===== src/rtl/pscc_pkg.sv =====
package pscc_pkg;

    // channel mode code, bit order {mono, dual}
    typedef enum logic [1:0] {
        MODE_OFF  = 2'b00,
        MODE_DUAL = 2'b01,
        MODE_MONO = 2'b10,
        MODE_BAD  = 2'b11
    } chan_mode_e;

    typedef struct packed {
        logic odd_en;
        logic even_en;
        logic sel_even;
    } chan_ctl_t;

    localparam int POS_W = 2;

    function automatic logic clamp_rule(input logic en, input logic both,
                                        input logic vs, input logic rs);
        return en & (both ? (vs & rs) : rs);
    endfunction

    function automatic chan_ctl_t chan_decode(input chan_mode_e m, input logic sel,
                                              input logic vfall);
        chan_ctl_t c;
        c = '0;
        case (m)
            MODE_DUAL: begin
                c.odd_en   = 1'b1;
                c.even_en  = 1'b1;
                c.sel_even = ~vfall;
            end
            MODE_MONO: begin
                c.odd_en   = ~sel;
                c.even_en  = sel;
                c.sel_even = sel;
            end
            default: c = '0;
        endcase
        return c;
    endfunction

endpackage


===== src/rtl/pscc_strobe_edge.sv =====
module pscc_strobe_edge #(
    parameter int WIDTH = 2
) (
    input  logic             clk,
    input  logic             rst,
    input  logic [WIDTH-1:0] strobe_i,
    output logic [WIDTH-1:0] prev_o,
    output logic [WIDTH-1:0] rise_o,
    output logic [WIDTH-1:0] fall_o
);
    logic [WIDTH-1:0] prev_q;

    always_ff @(posedge clk) begin
        if (rst) prev_q <= '0;
        else     prev_q <= strobe_i;
    end

    for (genvar i = 0; i < WIDTH; i++) begin : g_edge
        assign rise_o[i] = ~prev_q[i] & strobe_i[i];
        assign fall_o[i] = prev_q[i] & ~strobe_i[i];
    end

    assign prev_o = prev_q;

endmodule


===== src/rtl/pscc_reset_delay.sv =====
module pscc_reset_delay #(
    parameter int POS_W = 2
) (
    input  logic             clk,
    input  logic             rst,
    input  logic             fall_i,
    input  logic [POS_W-1:0] pos_i,
    output logic             tap_o
);
    localparam int DEPTH = 1 << POS_W;

    logic [DEPTH-1:0] line_q;

    always_ff @(posedge clk) begin
        if (rst) line_q[0] <= 1'b0;
        else     line_q[0] <= fall_i;
    end

    for (genvar k = 1; k < DEPTH; k++) begin : g_stage
        always_ff @(posedge clk) begin
            if (rst) line_q[k] <= 1'b0;
            else     line_q[k] <= line_q[k-1];
        end
    end

    assign tap_o = line_q[pos_i];

endmodule


===== src/rtl/pscc_chan_ctrl.sv =====
module pscc_chan_ctrl
    import pscc_pkg::*;
(
    input  logic       clk,
    input  logic       rst,
    input  logic [1:0] mode_i,
    input  logic       sel_i,
    input  logic       vfall_i,
    output chan_ctl_t  ctl_o,
    output logic       mode_err_o
);
    chan_mode_e mode;
    chan_ctl_t  ctl_q;
    logic       err_q;

    assign mode = chan_mode_e'(mode_i);

    always_ff @(posedge clk) begin
        if (rst) begin
            ctl_q <= '0;
            err_q <= 1'b0;
        end else begin
            ctl_q <= chan_decode(mode, sel_i, vfall_i);
            err_q <= (mode == MODE_BAD);
        end
    end

    assign ctl_o      = ctl_q;
    assign mode_err_o = err_q;


    both_en_only_dual_chk: assert property (@(posedge clk) disable iff (rst)
        (ctl_q.odd_en && ctl_q.even_en) |-> ($past(mode_i) == 2'b01));


    mono_one_hot_chk: assert property (@(posedge clk) disable iff (rst)
        (mode_i == 2'b10) |=> $onehot({ctl_q.odd_en, ctl_q.even_en}));


    mode_err_src_chk: assert property (@(posedge clk) disable iff (rst)
        err_q |-> ($past(mode_i) == 2'b11));


    dual_odd_after_fall_chk: assert property (@(posedge clk) disable iff (rst)
        (mode_i == 2'b01 && vfall_i) |=> !ctl_q.sel_even);

endmodule


===== src/rtl/pscc_pixel_timing.sv =====
module pscc_pixel_timing
    import pscc_pkg::*;
(
    input  logic       clk,
    input  logic       rst,
    input  logic       vsmp_i,
    input  logic       rsmp_i,
    input  logic       clamp_en_i,
    input  logic       clamp_and_i,
    input  logic       cds_en_i,
    input  logic [1:0] rst_pos_i,
    input  logic [1:0] chan_mode_i,
    input  logic       chan_sel_i,
    output logic       clamp_close_o,
    output logic       video_cap_o,
    output logic       bias_cap_o,
    output logic       reset_cap_o,
    output logic       chan_even_o,
    output logic       odd_en_o,
    output logic       even_en_o,
    output logic       mode_err_o,
    output logic       early_err_o
);
    localparam int NSTB = 2;
    localparam int VID  = 0;
    localparam int RSTB = 1;

    logic [NSTB-1:0] stb_prev, stb_rise, stb_fall;
    logic            clamp_q, vcap_q, bcap_q, early_q;
    logic            rtap;
    chan_ctl_t       ctl;

    pscc_strobe_edge #(.WIDTH(NSTB)) u_edge (
        .clk      (clk),
        .rst      (rst),
        .strobe_i ({rsmp_i, vsmp_i}),
        .prev_o   (stb_prev),
        .rise_o   (stb_rise),
        .fall_o   (stb_fall)
    );

    pscc_reset_delay #(.POS_W(POS_W)) u_rdly (
        .clk    (clk),
        .rst    (rst),
        .fall_i (stb_fall[RSTB]),
        .pos_i  (rst_pos_i),
        .tap_o  (rtap)
    );

    pscc_chan_ctrl u_chan (
        .clk        (clk),
        .rst        (rst),
        .mode_i     (chan_mode_i),
        .sel_i      (chan_sel_i),
        .vfall_i    (stb_fall[VID]),
        .ctl_o      (ctl),
        .mode_err_o (mode_err_o)
    );

    always_ff @(posedge clk) begin
        if (rst) begin
            clamp_q <= 1'b0;
            vcap_q  <= 1'b0;
            bcap_q  <= 1'b0;
            early_q <= 1'b0;
        end else begin
            clamp_q <= clamp_rule(clamp_en_i, clamp_and_i, vsmp_i, rsmp_i);
            vcap_q  <= stb_fall[VID];
            bcap_q  <= stb_fall[VID] & ~cds_en_i;
            early_q <= cds_en_i & stb_rise[RSTB] & (vsmp_i | stb_prev[VID]);
        end
    end

    assign clamp_close_o = clamp_q;
    assign video_cap_o   = vcap_q;
    assign bias_cap_o    = bcap_q;
    assign reset_cap_o   = cds_en_i & rtap;
    assign early_err_o   = early_q;
    assign chan_even_o   = ctl.sel_even;
    assign odd_en_o      = ctl.odd_en;
    assign even_en_o     = ctl.even_en;


    clamp_off_chk: assert property (@(posedge clk) disable iff (rst)
        !clamp_en_i |=> !clamp_close_o);


    clamp_and_chk: assert property (@(posedge clk) disable iff (rst)
        (clamp_en_i && clamp_and_i && !(vsmp_i && rsmp_i)) |=> !clamp_close_o);


    video_single_chk: assert property (@(posedge clk) disable iff (rst)
        video_cap_o |=> !video_cap_o);


    bias_with_video_chk: assert property (@(posedge clk) disable iff (rst)
        bias_cap_o |-> video_cap_o);


    reset_cap_cds_chk: assert property (@(posedge clk) disable iff (rst)
        reset_cap_o |-> cds_en_i);


    early_needs_rise_chk: assert property (@(posedge clk) disable iff (rst)
        early_err_o |-> $past(rsmp_i));

endmodule


===== config.mk =====
export PLATFORM = sky130hd
export DESIGN_NAME = pscc_pixel_timing
export DESIGN_NICKNAME = d
export VERILOG_FILES = /design/src/rtl/pscc_pkg.sv /design/src/rtl/pscc_strobe_edge.sv /design/src/rtl/pscc_reset_delay.sv /design/src/rtl/pscc_chan_ctrl.sv /design/src/rtl/pscc_pixel_timing.sv
export SDC_FILE = /design/constraint.sdc
export NUM_CORES = 1
export LEC_CHECK = 0
export ABC_CLOCK_PERIOD_IN_PS = 2140
export BUFFER_PORTS_ARGS = -buffer_cell sky130_fd_sc_hd__buf_2
export CAP_MARGIN = 20
export CORE_AREA = 3 3 40 42
export CTS_CLUSTER_SIZE = 28
export DETAILED_ROUTE_END_ITERATION = 6
export DIE_AREA = 0 0 43 45
export GPL_ROUTABILITY_DRIVEN = 0
export HOLD_SLACK_MARGIN = 0.02
export PLACE_DENSITY = 0.66
export RECOVER_POWER = 25
export SYNTH_ARGS = -nofsm -noshare
export SYNTH_HDL_FRONTEND = slang
export SYNTH_HIERARCHICAL = 1
export SYNTH_SLANG_ARGS = --single-unit

===== constraint.sdc =====
create_clock -name clk -period 2.14 [get_ports clk]
set_clock_uncertainty 0.1 [all_clocks]
set_input_delay 0.321 -clock clk [delete_from_list [all_inputs] [get_ports clk]]
set_output_delay 0.321 -clock clk [all_outputs]
set_load 0.05 [all_outputs]

* Word level (Yosys, flattened, before mapping) *
Cells that the tools add are included.

cells by class
  magnitude comparators = 1
  eq/ne operators = 3
  multiplexer cells = 4
  bitwise logic cells = 16

operators with widths
  kind                count
  $and 1x1->1         9
  $not 1->1           6
  $pmux 3 s2          1
  $eq 2x2->1 const B  2
  $lt 2x3->1 const B  1
  $bmux 1 s2          1
  $eq 2x1->1 const B  1
  $mux 1              2
  $or 1x1->1          1

word-level totals
  bits in registers = 14
  word-level logic and storage cells = 37

* Logic depth before layout (Yosys ltp) *
Gate-level depths: netlist (run 1).

  depth after elaboration = 4
  depth in mapped cells = 4

* Modules after synthesis *
Netlist (run 1), hierarchy kept.

modules (own cells, without submodules)
  module             times used  cells each  area each (µm²)  seq. area each (µm²)
  pscc_chan_ctrl     1           18          180.2            80.1
  pscc_pixel_timing  1           13          130.1            80.1
  pscc_reset_delay   1           9           127.6            80.1
  pscc_strobe_edge   1           8           77.6             40.0

* Worst setup path after synthesis (run 1) *
No wires, ideal clock.

  path type = input port to output port
  from = input rst_pos_i[0]
  to = output reset_cap_o
  data arrival time = 1.086 ns
  required time = 1.719 ns
  setup slack = 0.633 ns
  cell stages on the path = 2
  buffers on the path = 0
  cell sequence = mux4_2 > and2_1

between the ends
  word-level cells in the longest chain between the ends = 3

ends and longest elaborated chain
  what                          RTL line                 text
  start: declaration            pscc_pixel_timing.sv:11  input logic [1:0] rst_pos_i,
  $bmux 1 s2                    pscc_reset_delay.sv:26   assign tap_o = line_q[pos_i];
  $mux 1 (not written as such)  pscc_reset_delay.sv:26
  $and 1x1->1                   pscc_pixel_timing.sv:77  assign reset_cap_o = cds_en_i & rtap;
  end: declaration              pscc_pixel_timing.sv:17  output logic reset_cap_o,

Every way passes these cells. The select of a mux whose other input is x is not followed.

* Worst setup path in the final report (run 1) *
  from = register u_rdly.line_q[1]
  to = output reset_cap_o

between the ends
  word-level cells in the longest chain between the ends = 3

ends and longest elaborated chain
  what                              RTL line                 text
  start: declaration                pscc_reset_delay.sv:12   logic [DEPTH-1:0] line_q;
  start signal: indexed assignment  pscc_reset_delay.sv:22   else line_q[k] <= line_q[k-1];
  $bmux 1 s2                        pscc_reset_delay.sv:26
  $mux 1 (not written as such)      pscc_reset_delay.sv:26
  net rtap                          pscc_pixel_timing.sv:30  logic rtap;
  $and 1x1->1                       pscc_pixel_timing.sv:77

The timed path passes the listed nets, and every way through them passes these cells. The select of a mux whose other input is x is not followed.

==> results of run 1 <==
==> cells in the final DEF, fill, tap and decap left out, types with 2 or more instances in the layout <==
cell type and count:
inv_1 2, buf_2 19, nor3_1 3, dfxtp_1 14
nor2b_1 12, clkbuf_4 3, nand2_1 3, nor2_1 2
ha_1 3
==> metal layers <==
metal | up-vias | wire length, um | GRT usage
li1 | 198 | - | -
met1 | 167 | 343 | 0.09091
met2 | 17 | 323 | 0.1287
met3 | 2 | 76 | 0.03984
met4 | 0 | 16 | 0.05422
met5 | - | 0 | 0
==> power breakdown <==
group | switching, W | total, W | internal, W | leakage (nW)
registers | 0.00000222 | 0.000271 | 0.000269 | 0.114
clock network | 0.0000705 | 0.000135 | 0.0000649 | 0.0138
logic | 0.0000390 | 0.0000622 | 0.0000231 | 0.188
total | 0.000112 | 0.000469 | 0.000357 | 0.316
==> layout make-up <==
| cell class | count | area (um^2) | share of cell area |
|---|---|---|---|
| sequential | 14 | 280.3 | 0.4316 |
| clock buffer | 3 | 22.52 | 0.03468 |
| multi-input combinational | 31 | 221.5 | 0.3410 |
| timing repair buffer | 20 | 98.84 | 0.1522 |
| inverter | 2 | 7.507 | 0.01156 |
| tap | 15 | 18.77 | 0.02890 |
==> registers in the layout, indices dropped and copies added (netlist names) <==
signal,count
u_rdly/line_q,4
u_chan/ctl_o,3
u_edge/prev_o,2
bias_cap_o,1
clamp_close_o,1
early_err_o,1
u_chan/mode_err_o,1
video_cap_o,1
==> worst register-to-register path, stage by stage, from the launching register on <==
cell and delay, ps:
dfxtp_1 310, nor2b_1 130, nor2b_2 150, and2b_1 170
==> path summary, 6_finish.rpt <==
| check | end | slack [ps] | cells after the start |
|---|---|---|---|
| worst max register to register | bias_cap_o | 1190 | 3 |
| worst min-delay path | clamp_close_o | 170 | 3 |
| worst max-delay path | reset_cap_o | 370 | 3 |
| worst min register to register | u_rdly/line_q[1] | 360 | 1 |
==> stage by stage <==
| stage | hold slack, ps | utilization | cells | power, W | area [um^2] |
|---|---|---|---|---|---|
| floorplan | 291.6 | - | 47 | 0.0003164 | 509.2 |
| global placement | 345.5 | 0.4888 | 82 | 0.0003393 | 628.1 |
| detailed placement | 349.9 | 0.4888 | 82 | 0.0003405 | 628.1 |
| CTS | 174.5 | 0.5063 | 85 | 0.0004754 | 650.6 |
| global route | 189.3 | 0.5054 | 85 | 0.0004905 | 649.4 |
| finish | 174.7 | 0.5054 | 85 | 0.0004685 | 649.4 |
==> metrics.txt, run 1 <==
Setup TNS Final 0 ps; Syn Inst Count 47; Avg Inst Size Synth ~11 um^2; cell area power density 721.5 nW/um^2; initial antenna violation count 0; CP startpoint u_rdly/line_q[1]; Hold Crit Class in -> reg; clock root buffer clkbuf_4; # fillers between 100 and 150; drt initial violations 1; drt drc 0; Required @ worst endpoint 1720 ps; status complete, no violations; diode count 0; Max transition margin 0.6490; worst vdd ir 0.2648 mV; cts bufs inserted 3; Slew @ Worst Pin 526.6 ps; Die Span X 43 um; first-pass GRT wire length 1145 um; CP cell instances mux4_2 > and2_1 > buf_2; Final Hold Viols 0; worst-path maximum fanout 2; clock slew at the register clock pins of the worst setup and hold paths around 70 ps; CP max-delay cell mux4_2; worst slack, placed 496.4 ps; clock sink count 14; R2R Path Start u_edge/prev_o[0]; # setup viols final 0; synthesized cell area a little over 500 um^2; startpoint types register; number of global-route vias before repair 300; DPL Wire Length 618.4 um; row count 13; Layout area overhead 27.52%; syn_nets 62; NumNets Final 87; P_leak 0.3163 nW; core area 1285 um^2; Max-cap violations 0; crit end category output port; Post-CTS Setup Repair Bufs 0; DR vias 384; vias per inst 4.518; CTS Buffer Depth 2; share of layout cells above drive strength 1 0.3571; Final ANT Viol Nets 0; I/O pin cnt 21; final wirelength 758 um; pin count of the biggest net entering global routing 13; fin crit period ~1800 ps; Top delay family on crit path multiplexers; input/output buffers 20; Final Slew Violations 0; WL per Instance between 8 and 9 um; GR Overflow Total 0; WP data arrival 1350 ps; PnR worst setup slack 365.3 ps; worst path bufs/invs 1; total track usage 0.08298; RSZ-0062 raised after global routing false; CTS tree yes; Final Cycle Share 0.8293; CP Class reg -> out; drt pass-1 iters 4; Worst Hold Launch clamp_en_i; f_max approximately 0.56 GHz; Ys Warns 6; htree depth 1; CP max stage delay 430 ps; Starting Density 0.3963; die height 45 um; post-cts sizing count 0; CTS Hold Bufs 0; worst skew pair latency 260 ps; die area 1935 um^2
(Power assumes the default switching activity.)
==> run 2, diff against run 1 <==
--- a/config.mk
+++ b/config.mk
@@ -5,7 +5,7 @@
 export SDC_FILE = /design/constraint.sdc
 export NUM_CORES = 1
 export LEC_CHECK = 0
-export ABC_CLOCK_PERIOD_IN_PS = 2140
+export ABC_CLOCK_PERIOD_IN_PS = 1800
 export BUFFER_PORTS_ARGS = -buffer_cell sky130_fd_sc_hd__buf_2
 export CAP_MARGIN = 20
 export CORE_AREA = 3 3 40 42
==> constraint.sdc (replaced) <==
create_clock -name clk -period 1.8 [get_ports clk]
set_clock_uncertainty 0.1 [all_clocks]
set_input_delay 0.27 -clock clk [delete_from_list [all_inputs] [get_ports clk]]
set_output_delay 0.27 -clock clk [all_outputs]
set_load 0.05 [all_outputs]
==> run 2 against run 1 <==
Effect of this change: critical path depth stayed put; final cell count did not move; total power rose by 19%; critical path type unchanged; largest power group unchanged.
==> metrics.txt, run 2 (synthesized netlist as in run 1, its figures left out) <==
status complete, no violations; clock root buffer clkbuf_4; die height 45 um; NumNets Final 87; fin crit period 1722 ps; Largest register FFs 4; pin count of the biggest net entering global routing 13; clock slew at the register clock pins of the worst setup and hold paths 80 ps; GR Overflow Total 0; share of layout cells above drive strength 1 0.3571; I/O pin cnt 21; drt initial violations 0; input/output buffers 20; Setup TNS Final 0 ps; number of global-route vias before repair approximately 330; worst slack, placed 258.4 ps; worst hold path depth 3; commonest non-fill, non-tap cell in the layout buf_2; core area 1285 um^2; r2r endpoint bias_cap_o; Final Slew Violations 0; Worst Hold Launch clamp_en_i; worst reg2reg setup slack approximately 850 ps; CTS Buffer Depth 2; vias per inst 4.365; f_max 0.5808 GHz; Final ANT Viol Nets 0; CP Class reg -> out; Layout area overhead 27.52%; metal2 WL 350 um; crit end category output port; Required @ worst endpoint 1430 ps; WL per Instance 9.212 um; final wirelength about 800 um; WP data arrival 1350 ps; P_leak 0.3163 nW; post-cts sizing count 0; CTS Hold Bufs 0; Starting Density 0.3963; clock sink count 14; worst skew pair latency 260 ps; cts bufs inserted 3; Post-CTS Setup Repair Bufs 0; met1 WL between 300 and 400 um; Hold Crit Class in -> reg; leading cell types in the layout, fill and taps excluded 19 x buf_2, 14 x dfxtp_1, 12 x nor2b_1; worst-path maximum fanout 2; worst vdd ir between 0.3 and 0.4 mV; R2R Path Start u_edge/prev_o[0]; Max-cap violations 0; routed wl met3 57 um; Max transition margin 0.6597; Top Layer Used met4; row count 13; Die Span X 43 um; PnR worst setup slack 78.37 ps; DPL Wire Length 642.2 um; Slew @ Worst Pin between 500 and 600 ps; Final Cycle Share 0.9565; Biggest register u_rdly/line_q; htree depth 1; Final Hold Viols 0; total track usage 0.09472; # setup viols final 0; DR vias 371; drt pass-1 iters 1; initial antenna violation count 0; startpoint types register; diode count 0; RSZ-0062 raised after global routing false; cell area power density roughly 860 nW/um^2; final core occ 0.5054; CTS tree yes; worst r2r path cells 3; end of the worst hold path clamp_close_o; drt drc 0; die area about 1900 um^2; first-pass GRT wire length between 1000 and 1500 um
[run 2: cell counts in the layout (fill, tap and decap cells not counted)]
Identical to the previous run, type by type.
[run 2: how the worst max path moves through the flow]
stage | from | to | slack (ps) | cells past startpoint
3_5_place_dp | rst_pos_i[0] | reset_cap_o | 260 | 4
6_report | u_rdly/line_q[1] | reset_cap_o | 80 | 3
2_1_floorplan | rst_pos_i[0] | reset_cap_o | 390 | 2
3_3_place_gp | rst_pos_i[0] | reset_cap_o | 270 | 4
4_1_cts | u_rdly/line_q[1] | reset_cap_o | 60 | 3
5_1_grt | u_rdly/line_q[1] | reset_cap_o | 30 | 3
[run 2: final cells by class]
class	count	area, um^2
fillers	132	635.6
inverters	2	7.507
well taps	15	18.77
repair buffers	20	98.84
flip-flops and latches	14	280.3
multi-input cells	31	221.5
clock buffers	3	22.52
[run 2: per-layer routing]
metal / up-vias / global-route usage
met5: - / 0
met4: 0 / 0.07229
met3: 2 / 0.03586
met2: 13 / 0.1317
met1: 160 / 0.1179
li1: 196 / -
[run 2: where the power goes]
group          total (W)  internal, W  switching (W)
logic          0.0000742    0.0000275      0.0000466
clock network   0.000163    0.0000771      0.0000861
registers       0.000322     0.000319     0.00000248
total           0.000559     0.000424       0.000135
[run 2: worst max-delay path, stage by stage, from the launching register on]
cell     delay [ps]
dfxtp_1         320
mux4_2          430
and2_1          140
buf_2           200
[run 2: through the flow]
| stage | instances | hold WS, ps | area (um^2) | total power (W) |
|---|---|---|---|---|
| 3_5_place_dp | 82 | 356.0 | 628.1 | 0.0004048 |
| 4_1_cts | 85 | 124.5 | 650.6 | 0.0005686 |
| 5_1_grt | 85 | 149.4 | 649.4 | 0.0005922 |
| 6_report | 85 | 126.8 | 649.4 | 0.0005593 |
| 2_1_floorplan | 47 | 240.6 | 509.2 | 0.0003762 |
| 3_3_place_gp | 82 | 345.5 | 628.1 | 0.0004034 |
